### src/rtl/idx_fetch_pkg.sv
package idx_fetch_pkg;

   // Adder build variants
   localparam int ADD_BEHAVIOURAL = 0;
   localparam int ADD_RIPPLE      = 1;

   // What the IR takes on a valid fetch
   typedef enum logic {
      LOAD_PLAIN   = 1'b0,
      LOAD_INDEXED = 1'b1
   } load_sel_e;

endpackage

### src/rtl/idx_pending_tracker.sv
module idx_pending_tracker
   import idx_fetch_pkg::*;
(
   input  logic      clk,
   input  logic      rst,
   input  logic      fetch_valid,
   input  logic      index_exec,
   output logic      pend,
   output load_sel_e load_sel
);

   logic pend_q;
   logic pend_d;

   // A new arm wins over the clear from this cycle's load
   always_comb begin
      pend_d = pend_q;
      if (fetch_valid) begin
         pend_d = 1'b0;
      end
      if (index_exec) begin
         pend_d = 1'b1;
      end
   end

   always_ff @(posedge clk) begin
      if (rst) begin
         pend_q <= 1'b0;
      end else begin
         pend_q <= pend_d;
      end
   end

   assign pend     = pend_q;
   assign load_sel = pend_q ? LOAD_INDEXED : LOAD_PLAIN;

endmodule

### src/rtl/idx_word_adder.sv
module idx_word_adder
   import idx_fetch_pkg::*;
#(
   parameter int W     = 16,
   parameter int STYLE = ADD_BEHAVIOURAL
)(
   input  logic [W-1:0] a,
   input  logic [W-1:0] b,
   output logic [W-1:0] sum
);

   generate
      if (STYLE != ADD_BEHAVIOURAL && STYLE != ADD_RIPPLE) begin : g_bad_style
         $error("idx_word_adder: unknown STYLE");
      end

      if (STYLE == ADD_RIPPLE) begin : g_ripple
         if (W == 1) begin : g_one
            assign sum = a ^ b;
         end else begin : g_chain
            logic [W-1:0] cy;
            assign cy[0] = 1'b0;
            for (genvar i = 0; i < W; i++) begin : g_bit
               assign sum[i] = a[i] ^ b[i] ^ cy[i];
               if (i < W - 1) begin : g_carry
                  assign cy[i+1] = (a[i] & b[i]) | (cy[i] & (a[i] ^ b[i]));
               end
            end
         end
      end else begin : g_behav
         assign sum = a + b;
      end
   endgenerate

endmodule

### src/rtl/idx_ir_register.sv
module idx_ir_register
   import idx_fetch_pkg::*;
#(
   parameter int W = 16
)(
   input  logic         clk,
   input  logic         rst,
   input  logic         fetch_valid,
   input  load_sel_e    load_sel,
   input  logic [W-1:0] plain_word,
   input  logic [W-1:0] indexed_word,
   output logic [W-1:0] ir_q
);

   logic [W-1:0] next_word;

   always_comb begin
      unique case (load_sel)
         LOAD_INDEXED: next_word = indexed_word;
         default:      next_word = plain_word;
      endcase
   end

   always_ff @(posedge clk) begin
      if (rst) begin
         ir_q <= '0;
      end else if (fetch_valid) begin
         ir_q <= next_word;
      end
   end

endmodule

### src/rtl/index_fetch_modifier.sv
module index_fetch_modifier
   import idx_fetch_pkg::*;
#(
   parameter int W         = 16,
   parameter int ADD_STYLE = ADD_BEHAVIOURAL
)(
   input  logic         clk,
   input  logic         rst,
   input  logic         fetch_valid,
   input  logic [W-1:0] fetch_word,
   input  logic [W-1:0] acc,
   input  logic         index_exec,
   output logic [W-1:0] ir
);

   generate
      if (W < 1) begin : g_bad_width
         $error("index_fetch_modifier: W must be at least 1");
      end
   endgenerate

   logic         pend;
   load_sel_e    load_sel;
   logic [W-1:0] sum_word;

   idx_pending_tracker u_pend (
      .clk         (clk),
      .rst         (rst),
      .fetch_valid (fetch_valid),
      .index_exec  (index_exec),
      .pend        (pend),
      .load_sel    (load_sel)
   );

   idx_word_adder #(.W(W), .STYLE(ADD_STYLE)) u_add (
      .a   (fetch_word),
      .b   (acc),
      .sum (sum_word)
   );

   idx_ir_register #(.W(W)) u_ir (
      .clk          (clk),
      .rst          (rst),
      .fetch_valid  (fetch_valid),
      .load_sel     (load_sel),
      .plain_word   (fetch_word),
      .indexed_word (sum_word),
      .ir_q         (ir)
   );

endmodule

### config.mk
export PLATFORM = sky130hd
export DESIGN_NAME = index_fetch_modifier
export DESIGN_NICKNAME = d
export VERILOG_FILES = /design/src/rtl/idx_fetch_pkg.sv /design/src/rtl/idx_pending_tracker.sv /design/src/rtl/idx_word_adder.sv /design/src/rtl/idx_ir_register.sv /design/src/rtl/index_fetch_modifier.sv
export SDC_FILE = /design/constraint.sdc
export NUM_CORES = 1
export LEC_CHECK = 0
export BUFFER_PORTS_ARGS = -buffer_cell sky130_fd_sc_hd__buf_2
export CELL_PAD_IN_SITES_DETAIL_PLACEMENT = 0
export CELL_PAD_IN_SITES_GLOBAL_PLACEMENT = 1
export CORE_MARGIN = 3
export CORE_UTILIZATION = 35
export DETAILED_ROUTE_END_ITERATION = 8
export GPL_ROUTABILITY_DRIVEN = 0
export PLACE_DENSITY = 0.9
export SLEW_MARGIN = 20
export SYNTH_ARGS = -nofsm -noshare
export SYNTH_HDL_FRONTEND = slang
export SYNTH_SLANG_ARGS = --single-unit
### constraint.sdc
create_clock -name clk -period 4.3 [get_ports clk]
set_clock_uncertainty 0.1 [all_clocks]
set_input_delay 0.215 -clock clk [delete_from_list [all_inputs] [get_ports clk]]
set_output_delay 0.215 -clock clk [all_outputs]
set_load 0.005 [all_outputs]
==> impl_metrics.tcl, run 1 <==
set metrics [dict create \
    regToRegSetupSlack_ns 2.35 \
    final_nets 289 \
    critical_path.cell_chain "buf_2 -> ha_1 -> fa_1 -> a211oi_1 -> o21ai_1 -> a31oi_2 -> xnor2_1 -> mux2i_1 -> a211oi_1" \
    worstPathMaxFanout 3 \
    ys_async_sr_fraction_pct 0 \
    gr-usage-all-layers_pct 15.31 \
    synth_seq_area_share_pct 22.65 \
    finalHoldViolations 0 \
    synth_area_leaders "dfxtp_1 (23%), ha_1 (12%), a211oi_1 (6.5%)" \
    start_kind "primary input" \
    die_w_um 71.53 \
    synth_area_leader_cell "dfxtp_1" \
    cp_common_cell "a211oi_1" \
    grt_pass1_wl_um 6472 \
    intPower_uw 325.0 \
    grt.overflow.total 0 \
    rsz0062_at_grt "no" \
    syn2layout_area_growth_pct 21.65 \
    drt_first_pass_iters 4 \
    tritoncts "yes" \
    power_density_nw_per_um2 268.1 \
    ys_ff_latch 17 \
    vias 1530 \
    cpMaxStageDelayCell "fa_1" \
    grt_pass1_vias 1356 \
    post_cts_buffers 0 \
    fin_crit_sh_pct 51.52 \
    die_area_um2 5116 \
    final_cell_mix "buf_2 (51), nor2_1 (22), dfxtp_1 (17), ha_1 (15), nand2_1 (14)" \
    holdBufCountCts 0 \
    dp_hpwl_um 3259 \
    root_buffer "clkbuf_8" \
    cp.required_ns 4.36 \
    outcome "completed" \
    cp.arrival_ns 2.28 \
    io_buffers 51 \
    max_stage_delay_ns 0.43 \
    vdd_drop_max_uv 98.19 \
    drc_errors 0 \
    end_kind "register" \
    grt_max_degree 26 \
    core_area_um2 4058 \
    start_util_pct 37.03 \
    drt_iter0_markers 98 \
    busiest_layer "met1" \
    met3_usage_pct 1.262 \
    finalCriticalPeriod_ns 2.215 \
    synth_edf_count 0 \
    post_drt_wl_per_cell_um 13.73 \
    max-slew-margin-rel_pct 63.89 \
    avgSynthCellArea_um2 7.909 \
    worst_pin_slew_ns 0.5409 \
    p_sw_uw 165.1 \
    pin_count 52 \
    cap_violations 0 \
    ys_types 40 \
    report.final.slew_viol_count 0 \
    critPathKind "primary input to register" \
    vias_per_cell 5.350 \
    max_freq_mhz 451.4 \
    design_area_um2 1828 \
    ant_nets 0 \
    clk_path_buf_depth 2 \
    clk_pin_slew_ns 0.06 \
    synth_top_area_share_pct 22.65 \
    setup_viol 0 \
    grt_use_met2_pct 22.35 \
    numCtsBuffers 3 \
    routed_wl_um 3928 \
    setup_tns_ns 0 \
    fp.dieH_um 71.53 \
    antenna_found_initial 0 \
    clock_latency_ns 0.24 \
    cts_resized 0 \
    clock-sinks 17 \
    swShare_pct 33.68 \
    p_leak_nw 0.7934 \
    yosys_warnings 0 \
    pre_cts_ws_ns 1.868 \
    antenna_cells 0 \
    p_clk_share_pct 23.4 \
    row_count 23 \
    h-tree-depth 1 \
    syn_inst 190 \
    layout_commonest_cell "buf_2" \
    p_comb_share_pct 40.1 \
    setup_ws_ns 2.085 \
    syn_nets 242 \
    sequentialPowerShare_pct 36.5 \
    synth_flop_cell "dfxtp_1" \
    met1_usage_pct 24.05 \
    post_dp_cell_area_um2 1783 \
    syn_area_um2 1503 \
    hold_class "primary input to register" \
    drive_above_1_share_pct 26.27 \
    p_total_uw 490.1 \
]
## worst max-delay path: cells and delay by family
family | cells | cell delay [ns]
buffers and inverters | 1 | 0.11
adder cells (fa/ha/maj) | 2 | 0.67
multiplexers | 1 | 0.10
AO/OA/AOI/OAI | 4 | 1.04
XOR/XNOR | 1 | 0.14
## flip-flops by register name, summed over array words and instances (netlist names)
| name | cells |
|---|---|
| u_ir.ir_q | 16 |
| u_pend.pend | 1 |
## synthesized netlist by cell type, types with 3 or more instances
library cell,number
a211oi_1,13
a21oi_1,13
a31oi_1,3
buf_2,3
clkbuf_1,5
dfxtp_1,17
ha_1,15
inv_1,3
mux2i_1,5
nand2_1,14
nand3_1,3
nor2_1,22
nor2b_1,3
nor3_1,4
o21ai_0,12
o21ai_1,6
o21bai_1,3
o22ai_1,6
xnor2_1,9
xor2_1,3
## worst paths after layout
check,endpoint,startpoint,cells after the start
worst max-delay path,u_ir.ir_q[8]$_SDFFE_PP0P_,fetch_word[0],9
worst min-delay path,u_pend.pend$_SDFFE_PP0P_,index_exec,3
worst max register to register,u_ir.ir_q[15]$_SDFFE_PP0P_,u_pend.pend$_SDFFE_PP0P_,3
worst min register to register,u_ir.ir_q[4]$_SDFFE_PP0P_,u_ir.ir_q[4]$_SDFFE_PP0P_,2
## area by class of cell
class | instances | area [um2]
timing repair buffer | 51 | 255.2
sequential | 17 | 340.3
clock buffer | 4 | 45.04
fill | 424 | 2230
inverter | 4 | 15.01
tap | 50 | 62.56
multi-input combinational | 160 | 1110
## through the flow
stage	cells	util (%)	hold WS [ns]
final	286	45.05	0.08308
after global routing	286	45.05	0.09187
after CTS	286	45.05	0.07859
after detailed placement	282	43.94	0.3352
after global placement	282	43.94	0.3323
after floorplan	190	-	0.2324
## logic make-up after synthesis
family                     Yosys count  synth area share, %
buffers and inverters               13                3.496
AOI/OAI and AO/OA                   74                33.80
xor gates and xnor gates            12                6.995
adders and majority gates           16                13.82
and+or+nand+nor                     53                15.90
muxes                                5                3.331
DFF                                 17                22.65
## power groups by stage
stage	combinational [mW]	clock [mW]	sequential [mW]
5_1_grt	0.219	0.127	0.181
2_1_floorplan	0.137	0	0.182
6_report	0.197	0.114	0.179
3_3_place_gp	0.194	0	0.182
3_5_place_dp	0.195	0	0.183
4_1_cts	0.196	0.118	0.179
## layer usage
layer	part of all wire (%)	vias up
met1	51	687
li1	-	801
met3	5.0	2
met5	0	-
met2	43	40
met4	0.56	0
(Power assumes the default switching activity.)
==> run 2: changes to the inputs <==
Settings changed: CORE_UTILIZATION 35 to 32, PLACE_DENSITY 0.9 to 0.87.
Clock period 4.3 ns to 2 ns, I/O delays scaled along.
==> run 2 against run 1 <==
Net effect:
- register-to-register slack lost 1.8 ns
- critical path depth is the same
- core utilization down 1.8 points
- final area is 5.1% higher
- routed wire length increased by 3.9%
- power is 120% higher
- die area grew 8.6%
- global-route usage shrank 0.25 points
- hold slack lost 0.016 ns
- non-clock buffer count rose by 11
- combinational power grew 130%
==> impl_metrics.tcl, run 2 (synthesis gave the netlist of run 1 again) <==
set metrics [dict create \
    critical_path.cell_chain "buf_2 -> ha_1 -> fa_1 -> a211oi_2 -> o21ai_1 -> a31oi_2 -> a21oi_2 -> mux2i_1 -> a311oi_1" \
    rsz0062_at_grt "no" \
    clock_latency_ns 0.24 \
    worst_pin_slew_ns 0.3786 \
    whs_ns 0.06670 \
    dp_hpwl_um 3410 \
    grt_pass1_wl_um 6596 \
    drt_iter0_markers 81 \
    numCtsBuffers 3 \
    tritoncts "yes" \
    vias 1566 \
    p_total_mw 1.073 \
    max_stage_delay_ns 0.40 \
    cts_resized 0 \
    r2r_cells 3 \
    p_sw_uw 356.5 \
    swShare_pct 33.21 \
    crit_buf_inv 1 \
    end_kind "register" \
    vdd_drop_max_uv 169.0 \
    row_count 24 \
    syn2layout_area_growth_pct 27.81 \
    pin_count 52 \
    start_util_pct 33.81 \
    p_leak_nw 0.8476 \
    fin_crit_sh_pct 94.15 \
    routed_wl_um 4083 \
    grt_max_degree 25 \
    core_area_um2 4444 \
    die_area_um2 5554 \
    intPower_uw 716.9 \
    cap_violations 0 \
    drt_first_pass_iters 4 \
    report.final.slew_viol_count 0 \
    layout_commonest_cell "buf_2" \
    worstPathMaxFanout 3 \
    io_buffers 51 \
    path_delay_family "compound AO/OA/AOI/OAI gates" \
    finalHoldViolations 0 \
    die_w_um 74.53 \
    p_comb_share_pct 41.7 \
    antenna_found_initial 0 \
    power_density_nw_per_um2 558.9 \
    setup_ws_ns 0.1169 \
    final_cell_mix "buf_2 (51), nor2_1 (22), dfxtp_1 (17), ha_1 (15), nand2_1 (14)" \
    cp.required_ns 2.06 \
    pre_cts_ws_ns -0.1800 \
    antenna_cells 0 \
    setup_viol 0 \
    gr-usage-all-layers_pct 15.06 \
    outcome "completed" \
    drc_errors 0 \
    max_freq_mhz 531.1 \
    largest_register_ffs 16 \
    clk_pin_slew_ns 0.06 \
    grt_pass1_vias 1433 \
    cp.arrival_ns 1.94 \
    top_register "u_ir.ir_q" \
    start_kind "primary input" \
    finalCriticalPeriod_ns 1.883 \
    post_drt_wl_per_cell_um 13.66 \
    max-slew-margin-rel_pct 74.59 \
    grt.overflow.total 0 \
    root_buffer "clkbuf_8" \
    vias_per_cell 5.237 \
    hold_depth 3 \
    drive_above_1_share_pct 29.55 \
    clk_path_buf_depth 2 \
    worstSetupPathDepth 9 \
    final_nets 300 \
    critPathKind "primary input to register" \
    cpMaxStageDelayCell "fa_1" \
    sequentialPowerShare_pct 35.4 \
    hold_class "primary input to register" \
    ant_nets 0 \
    h-tree-depth 1 \
    clock-sinks 17 \
    fp.dieH_um 74.53 \
    p_clk_share_pct 22.9 \
]
[run 2: area by class of cell]
cell class | count | area (um2)
well taps | 52 | 65.06
fillers | 477 | 2524
repair buffers | 62 | 340.3
inverters | 4 | 15.01
clock buffers | 4 | 45.04
flip-flops and latches | 17 | 340.3
multi-input cells | 160 | 1115
[run 2: timing repair]
item | 4_1_cts | 5_1_grt
setup endpoints to repair | 0 | 1
setup buffers | 0 | 0
hold buffers | 1 | 0
hold endpoints to repair | 1 | 0
[run 2: path summary, 6_finish.rpt]
path / start / endpoint / slack, ns
worst max-delay path: fetch_word[0] / u_ir.ir_q[12]$_SDFFE_PP0P_ / 0.12
worst min-delay path: fetch_word[6] / u_ir.ir_q[6]$_SDFFE_PP0P_ / 0.07
worst max register to register: u_pend.pend$_SDFFE_PP0P_ / u_ir.ir_q[15]$_SDFFE_PP0P_ / 0.58
worst min register to register: u_ir.ir_q[7]$_SDFFE_PP0P_ / u_ir.ir_q[7]$_SDFFE_PP0P_ / 0.36
[run 2: worst reg2reg max path: stages (launching register included)]
cell and delay, ns:
dfxtp_1 0.33, clkinv_1 0.26, or3_1 0.49, o22ai_1 0.17
[run 2: power groups by stage]
stage          clock [mW]  sequential [mW]  combinational (mW)
6_report            0.245            0.380               0.448
5_1_grt             0.267            0.384               0.502
4_1_cts             0.256            0.380               0.449
3_5_place_dp            0            0.388               0.446
3_3_place_gp            0            0.387               0.443
2_1_floorplan           0            0.391               0.296
[run 2: stage by stage]
step | cell area, um2 | instances | TNS (ns) | utilization (%)
global placement | 1866 | 294 | -0.1870 | 41.98
CTS | 1921 | 299 | 0 | 43.22
finish | 1921 | 299 | 0 | 43.22
detailed placement | 1866 | 294 | -0.4560 | 41.98
global route | 1921 | 299 | 0 | 43.22
floorplan | 1508 | 190 | 0 | -
[run 2: per-layer routing]
| metal | global-route usage, % | up-vias | wire length [um] |
|---|---|---|---|
| li1 | - | 827 | - |
| met4 | 4.743 | 0 | 34 |
| met3 | 1.081 | 2 | 211 |
| met2 | 22.05 | 39 | 1768 |
| met1 | 23.20 | 698 | 2068 |
| met5 | 0 | - | 0 |
==> run 3: changes to the inputs <==
Clock period 2 ns to 1.6 ns, I/O delays scaled along.
==> run 3 against run 2 <==
Net effect:
- the flow now finishes with violations (setup timing)
- non-clock buffer count rose by 44
- die area unchanged
- combinational power increased by 70%
- via count up 13%
- first-iteration DRC count increased by 36%
- routed wire length up 15%
- clock power rose by 27%
- critical path type unchanged
- critical endpoint is now u_ir.ir_q[6]$_SDFFE_PP0P_
- largest cell class unchanged
==> impl_metrics.tcl, run 3 (synthesis gave the netlist of run 1 again) <==
set metrics [dict create \
    cpMaxStageDelayCell "fa_2" \
    crit_buf_inv 2 \
    p_clk_share_pct 20.1 \
    routed_wl_um 4699 \
    r2r_cells 5 \
    vias_per_cell 5.152 \
    largest_register_ffs 16 \
    intPower_mw 1.030 \
    cp_common_cell "o21ai_2" \
    drt_first_pass_iters 4 \
    start_util_pct 33.81 \
    grt_max_degree 25 \
    post_dp_cell_area_um2 2158 \
    met2_length_um 2215 \
    max_freq_mhz 595.7 \
    worst_pin_slew_ns 0.3436 \
    fp.dieH_um 74.53 \
    antenna_found_initial 0 \
    die_w_um 74.53 \
    reg2reg_to "u_ir.ir_q[11]$_SDFFE_PP0P_" \
    finalCriticalPeriod_ns 1.679 \
    io_buffers 51 \
    top_register "u_ir.ir_q" \
    sequentialPowerShare_pct 30.7 \
    vdd_drop_max_uv 269.7 \
    min_from "fetch_word[15]" \
    worstSetupPathDepth 10 \
    p_sw_uw 514.9 \
    p_total_mw 1.545 \
    cap_violations 0 \
    power_density_nw_per_um2 641.2 \
    cp.arrival_ns 1.74 \
    p_comb_share_pct 49.2 \
    row_count 24 \
    max-slew-margin-rel_pct 77.10 \
    syn2layout_area_growth_pct 60.37 \
    fin_crit_sh_pct 104.9 \
    drt_iter0_markers 110 \
    max_stage_delay_ns 0.37 \
    design_area_um2 2410 \
    start_kind "primary input" \
    hold_class "primary input to register" \
    regToRegSetupSlack_ns 0.25 \
    whs_ns 0.05737 \
    rsz0062_at_grt "yes" \
    swShare_pct 33.32 \
    post_drt_wl_per_cell_um 13.70 \
    regToRegStartpoint "u_pend.pend$_SDFFE_PP0P_" \
    met1_length_um 2307 \
    critPathKind "primary input to register" \
    grt.overflow.total 0 \
    cp.required_ns 1.66 \
    h-tree-depth 1 \
    drc_errors 0 \
    p_leak_nw 1.080 \
    worstPathMaxFanout 3 \
    final_nets 344 \
    dp_hpwl_um 3628 \
    outcome "complete, but fails checks" \
    die_area_um2 5554 \
    report.final.slew_viol_count 0 \
    violations "setup timing" \
    final_cell_mix "buf_4 (54), buf_2 (49), nor2_1 (22), dfxtp_1 (17), nand2_1 (14)" \
    antenna_cells 0 \
    clock_latency_ns 0.24 \
    clock-sinks 17 \
    path_delay_family "compound AO/OA/AOI/OAI gates" \
    core_area_um2 4444 \
    grt_pass1_vias 1633 \
    pin_count 52 \
    root_buffer "clkbuf_8" \
    highest_layer "met4" \
    tritoncts "yes" \
    end_kind "register" \
    vias 1767 \
    drive_above_1_share_pct 46.39 \
    wl_met3_um 162 \
    finalHoldViolations 0 \
    grt_pass1_wl_um 7231 \
    layout_commonest_cell "buf_4" \
    clk_path_buf_depth 2 \
    hold_depth 3 \
    numCtsBuffers 3 \
    worstHoldEndpoint "u_ir.ir_q[15]$_SDFFE_PP0P_" \
    ant_nets 0 \
    critical_path.cell_chain "buf_8 -> ha_4 -> fa_2 -> a211oi_4 -> buf_4 -> o21ai_2 -> o21ai_2 -> xnor2_1 -> nand2_1 -> a311oi_1" \
    gr-usage-all-layers_pct 16.14 \
    clk_pin_slew_ns 0.06 \
    setup_ws_ns -0.07882 \
    setup_viol 6 \
]
## run 3: cell types whose count changed in the layout (fill, tap and decap cells not counted), sizes merged
cell	before	now
buf	61	105
## run 3: worst max path at each step
stage	startpoint	end	slack, ns
global placement	fetch_word[0]	u_ir.ir_q[12]$_SDFFE_PP0P_	-0.34
CTS	acc[0]	u_ir.ir_q[12]$_SDFFE_PP0P_	-0.07
finish	fetch_word[0]	u_ir.ir_q[6]$_SDFFE_PP0P_	-0.08
detailed placement	fetch_word[0]	u_ir.ir_q[12]$_SDFFE_PP0P_	-0.39
floorplan	fetch_word[0]	u_ir.ir_q[12]$_SDFFE_PP0P_	-0.16
global route	fetch_word[0]	u_ir.ir_q[8]$_SDFFE_PP0P_	-0.14
## run 3: timing repair
| action | CTS | global route |
|---|---|---|
| gates cloned | 0 | 0 |
| gates resized for setup | 10 | 15 |
| setup buffers | 3 | 4 |
| hold buffers | 1 | 0 |
| endpoints found under the hold margin | 1 | 0 |
| pin swaps | 13 | 14 |
| endpoints found under the setup margin | 8 | 11 |
## run 3: worst min-delay path, cell delays in order
cell and delay [ns]:
buf_2 0.09, a31oi_1 0.08, o22ai_1 0.10
## run 3: through the flow
step	utilization (%)	instances	setup slack (ns)	TNS (ns)
after floorplan	-	190	-0.1601	-0.4294
after global placement	48.56	331	-0.3385	-2.959
after detailed placement	48.56	331	-0.3913	-3.423
after CTS	52.00	339	-0.07369	-0.1234
after global routing	54.22	343	-0.1409	-0.7248
final	54.22	343	-0.07882	-0.2631
## run 3: final cells by class
type                       instances  area, um2
inverter                           4      15.01
clock buffer                       4      45.04
fill                             421       2034
timing repair buffer             106      686.9
multi-input combinational        160       1257
tap                               52      65.06
sequential                        17      340.3
## run 3: per-layer routing
layer,global-route usage (%),up-vias
li1,-,911
met1,23.68,812
met2,25.66,42
met3,1.216,2
met4,3.755,0
met5,0,-
## run 3: power groups by stage
| stage | sequential (mW) | clock [mW] | combinational, mW |
|---|---|---|---|
| global placement | 0.484 | 0 | 0.646 |
| global route | 0.479 | 0.336 | 0.831 |
| finish | 0.475 | 0.310 | 0.760 |
| detailed placement | 0.484 | 0 | 0.655 |
| CTS | 0.475 | 0.319 | 0.704 |
| floorplan | 0.489 | 0 | 0.373 |
